<file path="src/rtl/gpig_pkg.sv">
package gpig_pkg;
  localparam int unsigned DW = 32;
  localparam int unsigned AW = 8;

  localparam logic [AW-1:0] OFS_CTRL     = 8'h00;
  localparam logic [AW-1:0] OFS_POL_BASE = 8'h20;
  localparam logic [AW-1:0] OFS_ENA_BASE = 8'h40;
  localparam int unsigned   WORD_STRIDE  = 4;

  localparam int unsigned BIT_STAT = 0;
  localparam int unsigned BIT_MERGE = 1;
  localparam int unsigned BIT_TRIG = 2;

  typedef enum logic {MERGE_ANY = 1'b0, MERGE_ALL = 1'b1} merge_e;
  typedef enum logic {TRIG_EDGE = 1'b0, TRIG_LEVEL = 1'b1} trig_e;

  typedef struct packed {
    trig_e  trig;
    merge_e merge;
  } mode_t;
endpackage

</file>
<file path="src/rtl/gpig_rst_sync.sv">
module gpig_rst_sync (
  input  logic clk,
  input  logic arst_ni,
  output logic rst_no
);
  logic [1:0] stage_q;
  logic [1:0] stage_d;

  always_comb begin
    stage_d = {stage_q[0], 1'b1};
  end

  always_ff @(posedge clk or negedge arst_ni) begin
    if (!arst_ni) stage_q <= 2'b00;
    else          stage_q <= stage_d;
  end

  assign rst_no = stage_q[1];
endmodule

</file>
<file path="src/rtl/gpig_sync.sv">
module gpig_sync #(
  parameter int unsigned W = 64
) (
  input  logic         clk,
  input  logic         rst_ni,
  input  logic [W-1:0] d_i,
  output logic [W-1:0] q_o
);
  logic [W-1:0] meta_q;
  logic [W-1:0] safe_q;

  always_ff @(posedge clk or negedge rst_ni) begin
    if (!rst_ni) begin
      meta_q <= '0;
      safe_q <= '0;
    end else begin
      meta_q <= d_i;
      safe_q <= meta_q;
    end
  end

  assign q_o = safe_q;
endmodule

</file>
<file path="src/rtl/gpig_regs.sv">
module gpig_regs
  import gpig_pkg::*;
#(
  parameter int unsigned NPORT = 2,
  parameter int unsigned PW    = 32
) (
  input  logic                clk,
  input  logic                rst_ni,
  input  logic [AW-1:0]       addr_i,
  input  logic                we_i,
  input  logic [DW-1:0]       wdata_i,
  input  logic                stat_i,
  output logic [DW-1:0]       rdata_o,
  output mode_t               mode_o,
  output logic [NPORT*PW-1:0] pol_o,
  output logic [NPORT*PW-1:0] ena_o,
  output logic                clr_o
);
  mode_t mode_q, mode_d;
  logic  ctrl_hit;

  logic [PW-1:0] pol_q [NPORT];
  logic [PW-1:0] ena_q [NPORT];
  logic [NPORT-1:0] pol_hit;
  logic [NPORT-1:0] ena_hit;

  assign ctrl_hit = (addr_i == OFS_CTRL);
  assign clr_o    = we_i && ctrl_hit && wdata_i[BIT_STAT];

  always_comb begin
    mode_d = mode_q;
    if (we_i && ctrl_hit) begin
      mode_d.merge = merge_e'(wdata_i[BIT_MERGE]);
      mode_d.trig  = trig_e'(wdata_i[BIT_TRIG]);
    end
  end

  always_ff @(posedge clk or negedge rst_ni) begin
    if (!rst_ni) mode_q <= '{trig: TRIG_EDGE, merge: MERGE_ANY};
    else         mode_q <= mode_d;
  end

  for (genvar p = 0; p < NPORT; p++) begin : g_port
    localparam logic [AW-1:0] POL_ADR = OFS_POL_BASE + AW'(p * WORD_STRIDE);
    localparam logic [AW-1:0] ENA_ADR = OFS_ENA_BASE + AW'(p * WORD_STRIDE);
    logic [PW-1:0] pol_d;
    logic [PW-1:0] ena_d;

    assign pol_hit[p] = (addr_i == POL_ADR);
    assign ena_hit[p] = (addr_i == ENA_ADR);

    always_comb begin
      pol_d = pol_q[p];
      ena_d = ena_q[p];
      if (we_i && pol_hit[p]) pol_d = wdata_i[PW-1:0];
      if (we_i && ena_hit[p]) ena_d = wdata_i[PW-1:0];
    end

    always_ff @(posedge clk or negedge rst_ni) begin
      if (!rst_ni) begin
        pol_q[p] <= '0;
        ena_q[p] <= '0;
      end else begin
        pol_q[p] <= pol_d;
        ena_q[p] <= ena_d;
      end
    end

    assign pol_o[p*PW +: PW] = pol_q[p];
    assign ena_o[p*PW +: PW] = ena_q[p];
  end

  always_comb begin
    rdata_o = '0;
    if (ctrl_hit) begin
      rdata_o[BIT_STAT]  = stat_i;
      rdata_o[BIT_MERGE] = mode_q.merge;
      rdata_o[BIT_TRIG]  = mode_q.trig;
    end
    for (int p = 0; p < NPORT; p++) begin
      if (pol_hit[p]) rdata_o[PW-1:0] = pol_q[p];
      if (ena_hit[p]) rdata_o[PW-1:0] = ena_q[p];
    end
  end

  assign mode_o = mode_q;
endmodule

</file>
<file path="src/rtl/gpig_combine.sv">
module gpig_combine
  import gpig_pkg::*;
#(
  parameter int unsigned N = 64
) (
  input  logic [N-1:0] pins_i,
  input  logic [N-1:0] pol_i,
  input  logic [N-1:0] ena_i,
  input  merge_e       merge_i,
  output logic         cond_o
);
  logic [N-1:0] match;
  logic         any_hit;
  logic         all_hit;

  assign match   = ~(pins_i ^ pol_i) & ena_i;
  assign any_hit = |match;
  assign all_hit = (match == ena_i) && (|ena_i);

  always_comb begin
    case (merge_i)
      MERGE_ALL: cond_o = all_hit;
      default:   cond_o = any_hit;
    endcase
  end
endmodule

</file>
<file path="src/rtl/gpig_status.sv">
module gpig_status
  import gpig_pkg::*;
(
  input  logic  clk,
  input  logic  rst_ni,
  input  logic  cond_i,
  input  trig_e trig_i,
  input  logic  clr_i,
  output logic  set_o,
  output logic  stat_o
);
  logic cond_prev_q;
  logic stat_q, stat_d;

  always_comb begin
    case (trig_i)
      TRIG_LEVEL: set_o = cond_i;
      default:    set_o = cond_i && !cond_prev_q;
    endcase
    stat_d = set_o || (stat_q && !clr_i);
  end

  always_ff @(posedge clk or negedge rst_ni) begin
    if (!rst_ni) begin
      cond_prev_q <= 1'b0;
      stat_q      <= 1'b0;
    end else begin
      cond_prev_q <= cond_i;
      stat_q      <= stat_d;
    end
  end

  assign stat_o = stat_q;
endmodule

</file>
<file path="src/rtl/pin_group_irq.sv">
module pin_group_irq
  import gpig_pkg::*;
#(
  parameter int unsigned NPORT = 2,
  parameter int unsigned PW    = 32,
  localparam int unsigned NPIN = NPORT * PW
) (
  input  logic            clk,
  input  logic            rst_n,
  input  logic [NPIN-1:0] pins_i,
  input  logic [AW-1:0]   bus_addr,
  input  logic            bus_we,
  input  logic [DW-1:0]   bus_wdata,
  output logic [DW-1:0]   bus_rdata,
  output logic            irq_o
);
  logic            rst_sync_n;
  logic [NPIN-1:0] pins_s;
  logic [NPIN-1:0] pol_w;
  logic [NPIN-1:0] ena_w;
  mode_t           mode_w;
  logic            clr_w;
  logic            cond_w;
  logic            set_w;
  logic            stat_w;

  gpig_rst_sync u_rst (
    .clk     (clk),
    .arst_ni (rst_n),
    .rst_no  (rst_sync_n)
  );

  gpig_sync #(.W(NPIN)) u_sync (
    .clk    (clk),
    .rst_ni (rst_sync_n),
    .d_i    (pins_i),
    .q_o    (pins_s)
  );

  gpig_regs #(.NPORT(NPORT), .PW(PW)) u_regs (
    .clk     (clk),
    .rst_ni  (rst_sync_n),
    .addr_i  (bus_addr),
    .we_i    (bus_we),
    .wdata_i (bus_wdata),
    .stat_i  (stat_w),
    .rdata_o (bus_rdata),
    .mode_o  (mode_w),
    .pol_o   (pol_w),
    .ena_o   (ena_w),
    .clr_o   (clr_w)
  );

  gpig_combine #(.N(NPIN)) u_comb (
    .pins_i  (pins_s),
    .pol_i   (pol_w),
    .ena_i   (ena_w),
    .merge_i (mode_w.merge),
    .cond_o  (cond_w)
  );

  gpig_status u_stat (
    .clk    (clk),
    .rst_ni (rst_sync_n),
    .cond_i (cond_w),
    .trig_i (mode_w.trig),
    .clr_i  (clr_w),
    .set_o  (set_w),
    .stat_o (stat_w)
  );

  assign irq_o = stat_w;
endmodule

</file>
<file path="config.mk">
export PLATFORM = sky130hd
export DESIGN_NAME = pin_group_irq
export DESIGN_NICKNAME = d
export VERILOG_FILES = /design/src/rtl/gpig_pkg.sv /design/src/rtl/gpig_rst_sync.sv /design/src/rtl/gpig_sync.sv /design/src/rtl/gpig_regs.sv /design/src/rtl/gpig_combine.sv /design/src/rtl/gpig_status.sv /design/src/rtl/pin_group_irq.sv
export SDC_FILE = /design/constraint.sdc
export NUM_CORES = 1
export LEC_CHECK = 0
export CAP_MARGIN = 10
export CORE_MARGIN = 2
export CORE_UTILIZATION = 28
export CTS_CLUSTER_SIZE = 14
export DETAILED_ROUTE_END_ITERATION = 10
export PLACE_DENSITY = 0.53
export SLEW_MARGIN = 25
export SYNTH_ARGS = -nofsm -noshare
export SYNTH_HDL_FRONTEND = slang
export SYNTH_SLANG_ARGS = --single-unit
</file>
<file path="constraint.sdc">
create_clock -name clk -period 11.2 [get_ports clk]
set_input_delay 2.24 -clock clk [delete_from_list [all_inputs] [get_ports clk]]
set_output_delay 2.24 -clock clk [all_outputs]
set_load 0.01 [all_outputs]
</file>
[Yosys cells after proc, flatten, opt, wreduce, memory -nomap -nowiden]
Cells that the tools add are included.
Storage, ports and cells
  bits in registers: 262
  input bits: 107
  output and inout port bits: 33
  logic and storage cells: 41
Operators by class
  equal/unequal tests: 5
  multiplexer cells: 7
  bitwise logic cells: 3
  reduce and logical (&&, ||, !) cells: 15
Operators with widths (number)
  $mux 32: 4
  $reduce_or 64->1: 2
  $and 64x64->64: 1
  $eq 64x64->1: 1
  $not 64->64: 1
  $xor 64x64->64: 1
  $eq 8x6->1 const B: 2
  $eq 8x7->1 const B: 2
  $logic_and 1x1->1: 9
  $logic_not 8->1: 1
  $mux 3: 1
  $logic_not 1->1: 2
  $mux 1: 2
  $logic_or 1x1->1: 1

[Longest topological paths before layout]
  word-level depth: 9
  depth in mapped cells: 7
  gate-level depth less buffers: 6

[Hierarchy]
From an unflattened synthesis, not the netlist that was laid out.
Unflattened totals
  cells, all modules: 802
  area total of the unflattened synthesis: 10625.2 um^2
Modules (own cells, without submodules)
  gpig_regs: instances 1, cells each 425, area each 5738.0 um^2, sequential area each 3253.1 um^2
  gpig_sync: instances 1, cells each 128, area each 3203.1 um^2, sequential area each 3203.1 um^2
  gpig_combine: instances 1, cells each 240, area each 1554.0 um^2, sequential area each 0.0 um^2
  gpig_status: instances 1, cells each 6, area each 76.3 um^2, sequential area each 50.0 um^2
  gpig_rst_sync: instances 1, cells each 3, area each 53.8 um^2, sequential area each 50.0 um^2

[Worst setup path before layout]
Ideal clock, no wire load.
  path kind: input port to output port
  start point: input bus_addr[4]
  end point: output bus_rdata[18]
  arrival: 3.468 ns
  required time: 8.960 ns
  setup slack: 5.492 ns
  stages on the path: 6
  path buffers: 2
  cells stage by stage: nor4b_2 and3b_1 buf_4 clkbuf_1 a222oi_1 a21oi_1
On the way
  longest elaborated chain between the ends: 5
  elaborated cells on any way between the ends: 8
  those cells by class: eq/ne (4); mux (4)
Ends and longest elaborated chain
  start: declaration: RTL line pin_group_irq.sv:11  | input logic [AW-1:0] bus_addr,
  $eq 8x6->1: RTL line gpig_regs.sv:49  | assign pol_hit[p] = (addr_i == POL_ADR);
  $mux 32: RTL line gpig_regs.sv:81  | if (pol_hit[p]) rdata_o[PW-1:0] = pol_q[p];
  $mux 32: RTL line gpig_regs.sv:82  | if (ena_hit[p]) rdata_o[PW-1:0] = ena_q[p];
  $mux 32: RTL line gpig_regs.sv:81
  $mux 32 (*): RTL line gpig_regs.sv:82
  end: declaration: RTL line pin_group_irq.sv:14  | output logic [DW-1:0] bus_rdata,
Mark *: on every way between the ends. The rest lies on a longest branch, timed or not.

[Worst setup path in the final report]
  start point: input bus_addr[3]
  end point: output bus_rdata[18]
The elaborated chain is that of the path after synthesis.

==> out/metrics.yaml <==
status: "complete, no violations"
synth_enable_flop_cells: 0
core_area_um2: 36800
synth.largest_area_cell: "dfrtp_1"
clock_latency_ns: 0.55
cts_num_sinks: 262
grt_pass1_vias: 7114
cts_tree: "done"
syn2layout_area_growth_pct: 27.7
post-route-util_pct: 36.5
dr_wl_met2_mm: 15.0
rsz0062_at_grt: "false"
skew_ns: 0.0185
worstSetupPathType: "in -> out"
die_area_um2: 39100
synthAdderAreaFrac_pct: 0
nNetsFinal: 1029
crit_path_max_fanout: 33
place_hpwl_mm: 22.8
tns_ns: 0
postRouteAntennaNets: 0
period_needed_ns: 7.28
met1Wirelength_mm: 14.2
cts-root-buf: "clkbuf_16"
synth_area_um2: 10500
first_pass_iters: 6
cp.arrival_ns: 5.04
max-vdd-ir-drop_uv: 104
r2r_slack_ns: 8.98
r2r_start: "u_regs.pol_o[62]"
numCtsBuffers: 29
reg2reg_to: "u_stat.stat_o"
postCtsSetupRepairBufs: 0
synth_top_family_by_area: "multiplexers"
vias: 6951
maxSlewHeadroom_pct: 35.9
gp_congestion: 0.852
required_ns: 8.96
drtIter0Drc: 543
routed_wl_mm: 32.2
fin_crit_sh_pct: 65.0
drc: 0
num_io_pins: 140
grtUsageTotal_pct: 16.4
ctsHoldBuffers: 0
netlist-cell-type-count: 41
yosys.area.top_type_share_pct: 62.3
grt_pass1_wl_mm: 47.0
die_y_um: 198
viasPerCell: 4.93
drive_gt1_share_pct: 19.1
final_cell_mix: "261 x dfrtp_1, 139 x clkdlybuf4s50_1, 110 x mux2_2, 64 x inv_1, 64 x xnor2_1"
met3_length_mm: 2.15
ys_top_cells_by_area: "dfrtp_1 62%, mux2_2 12%, xnor2_1 5.3%"
synth_xor_xnor_area_share_pct: 5.33
slew_viol_final: 0
port_buffers: 139
cp-start-kind: "input pin"
core.rowCount: 70
wire_per_inst_um: 22.8
grt_start_max_net_pins: 186
synth_ff_type: "dfrtp_1"
dpl_worst_slack_ns: 3.95
maxCapViolCount: 0
fmax_ghz: 0.137
nFillCells: 3605
antenna_found_initial: 1
grt.overflow.total: 0
htreeDepth: 1
setup_violations: 0
yosys.area_share.simple_pct: 5.38
fp.dieW_um: 198
syn_nets: 884
end_kind: "primary output"
reg2reg_depth: 6
ys_seq_elements: 262
highest_layer: "met4"
power.density_nw_per_um2: 165
cts_resized: 0
layout_commonest_cell: "dfrtp_1"
postSynthAreaPerCell_um2: 13.5
hold_class: "reg -> async"
cts_buffer_depth: 3
synth_compound_area_share_pct: 9.63
worstMarginPinSlew_ns: 0.958
path_clk_slew_ns: 0.06
leakagePower_uw: 0.00582
yosys_warnings: 0
async_flop_share_pct: 100
fin_ws_ns: 3.92
start_util_pct: 28.6
synthCells: 777
hold_violations: 0
seq_area_frac_synth_pct: 62.3
synthMuxAreaShare_pct: 13.5
## cell type report
type	count	area, um2	area share [%]
sequential	262	6560	48.8
antenna	1	2.50	0.0186
inverter	64	240	1.79
timing repair buffer	143	1470	10.9
tap	468	586	4.36
clock buffer	39	813	6.05
clock inverter	12	194	1.44
multi-input combinational	422	3570	26.6
## flip-flops by register name (all words and copies together), names as in the netlist
name / count
u_rst.stage_q: 2
u_sync.meta_q: 64
u_regs.mode_o: 2
u_regs.pol_o: 64
u_stat.stat_o: 1
u_sync.q_o: 64
u_regs.ena_o: 64
u_stat.cond_prev_q: 1
## metal layers
| layer | up-vias | track usage [%] |
|---|---|---|
| li1 | 3104 | - |
| met2 | 229 | 26.2 |
| met3 | 54 | 3.49 |
| met5 | - | 0 |
| met4 | 0 | 4.87 |
| met1 | 3564 | 22.5 |
## how the worst max path moves through the flow
stage | start | endpoint | depth (start not counted)
5_1_grt | bus_addr[4] | bus_rdata[2] | 8
4_1_cts | bus_addr[4] | bus_rdata[1] | 8
6_report | bus_addr[3] | bus_rdata[18] | 6
2_1_floorplan | u_rst.stage_q[1] | u_regs.ena_o[0] | 0
3_5_place_dp | bus_addr[4] | bus_rdata[1] | 8
3_3_place_gp | bus_addr[3] | bus_rdata[22] | 6
## cell usage after synthesis (15+ instances only)
cell type	instances
inv_1	64
a21oi_1	19
a22o_1	15
a221oi_1	16
nor2_1	19
mux2_2	110
a22oi_1	20
nor4_1	19
dfrtp_1	262
nand2_1	19
mux2_1	16
a222oi_1	22
xnor2_1	64
o22ai_1	31
## power by group
group | total, uW | internal (uW) | switching, uW
clock | 998 | 620 | 378
sequential | 1040 | 995 | 46.2
combinational | 183 | 91.4 | 91.2
total | 2220 | 1710 | 515
## metrics by stage
stage	total power, uW	hold slack, ns	instance area (um2)	std cells
finish	2220	0.292	13400	1411
global route	2310	0.339	13400	1410
CTS	2250	0.348	13400	1408
detailed placement	1240	0.335	12400	1357
global placement	1240	0.333	12400	1357
floorplan	1130	0.331	10500	777
## worst max-delay path, cell delays in order
cell	delay, ns
clkdlybuf4s50_1	0.44
nor3_4	0.29
and4b_2	0.91
a222oi_1	0.25
a21oi_1	0.30
clkdlybuf4s50_1	0.58
## cell families (layout without fill, tap and decap cells)
kind of cell,after synthesis,count (layout)
DFF,262,262
AOI/OAI and AO/OA,138,138
muxes,126,126
and+or+nand+nor,93,93
buffers and inverters,93,258
xor gates and xnor gates,64,64
other,1,2
Power figures use the tool's default switching activity.
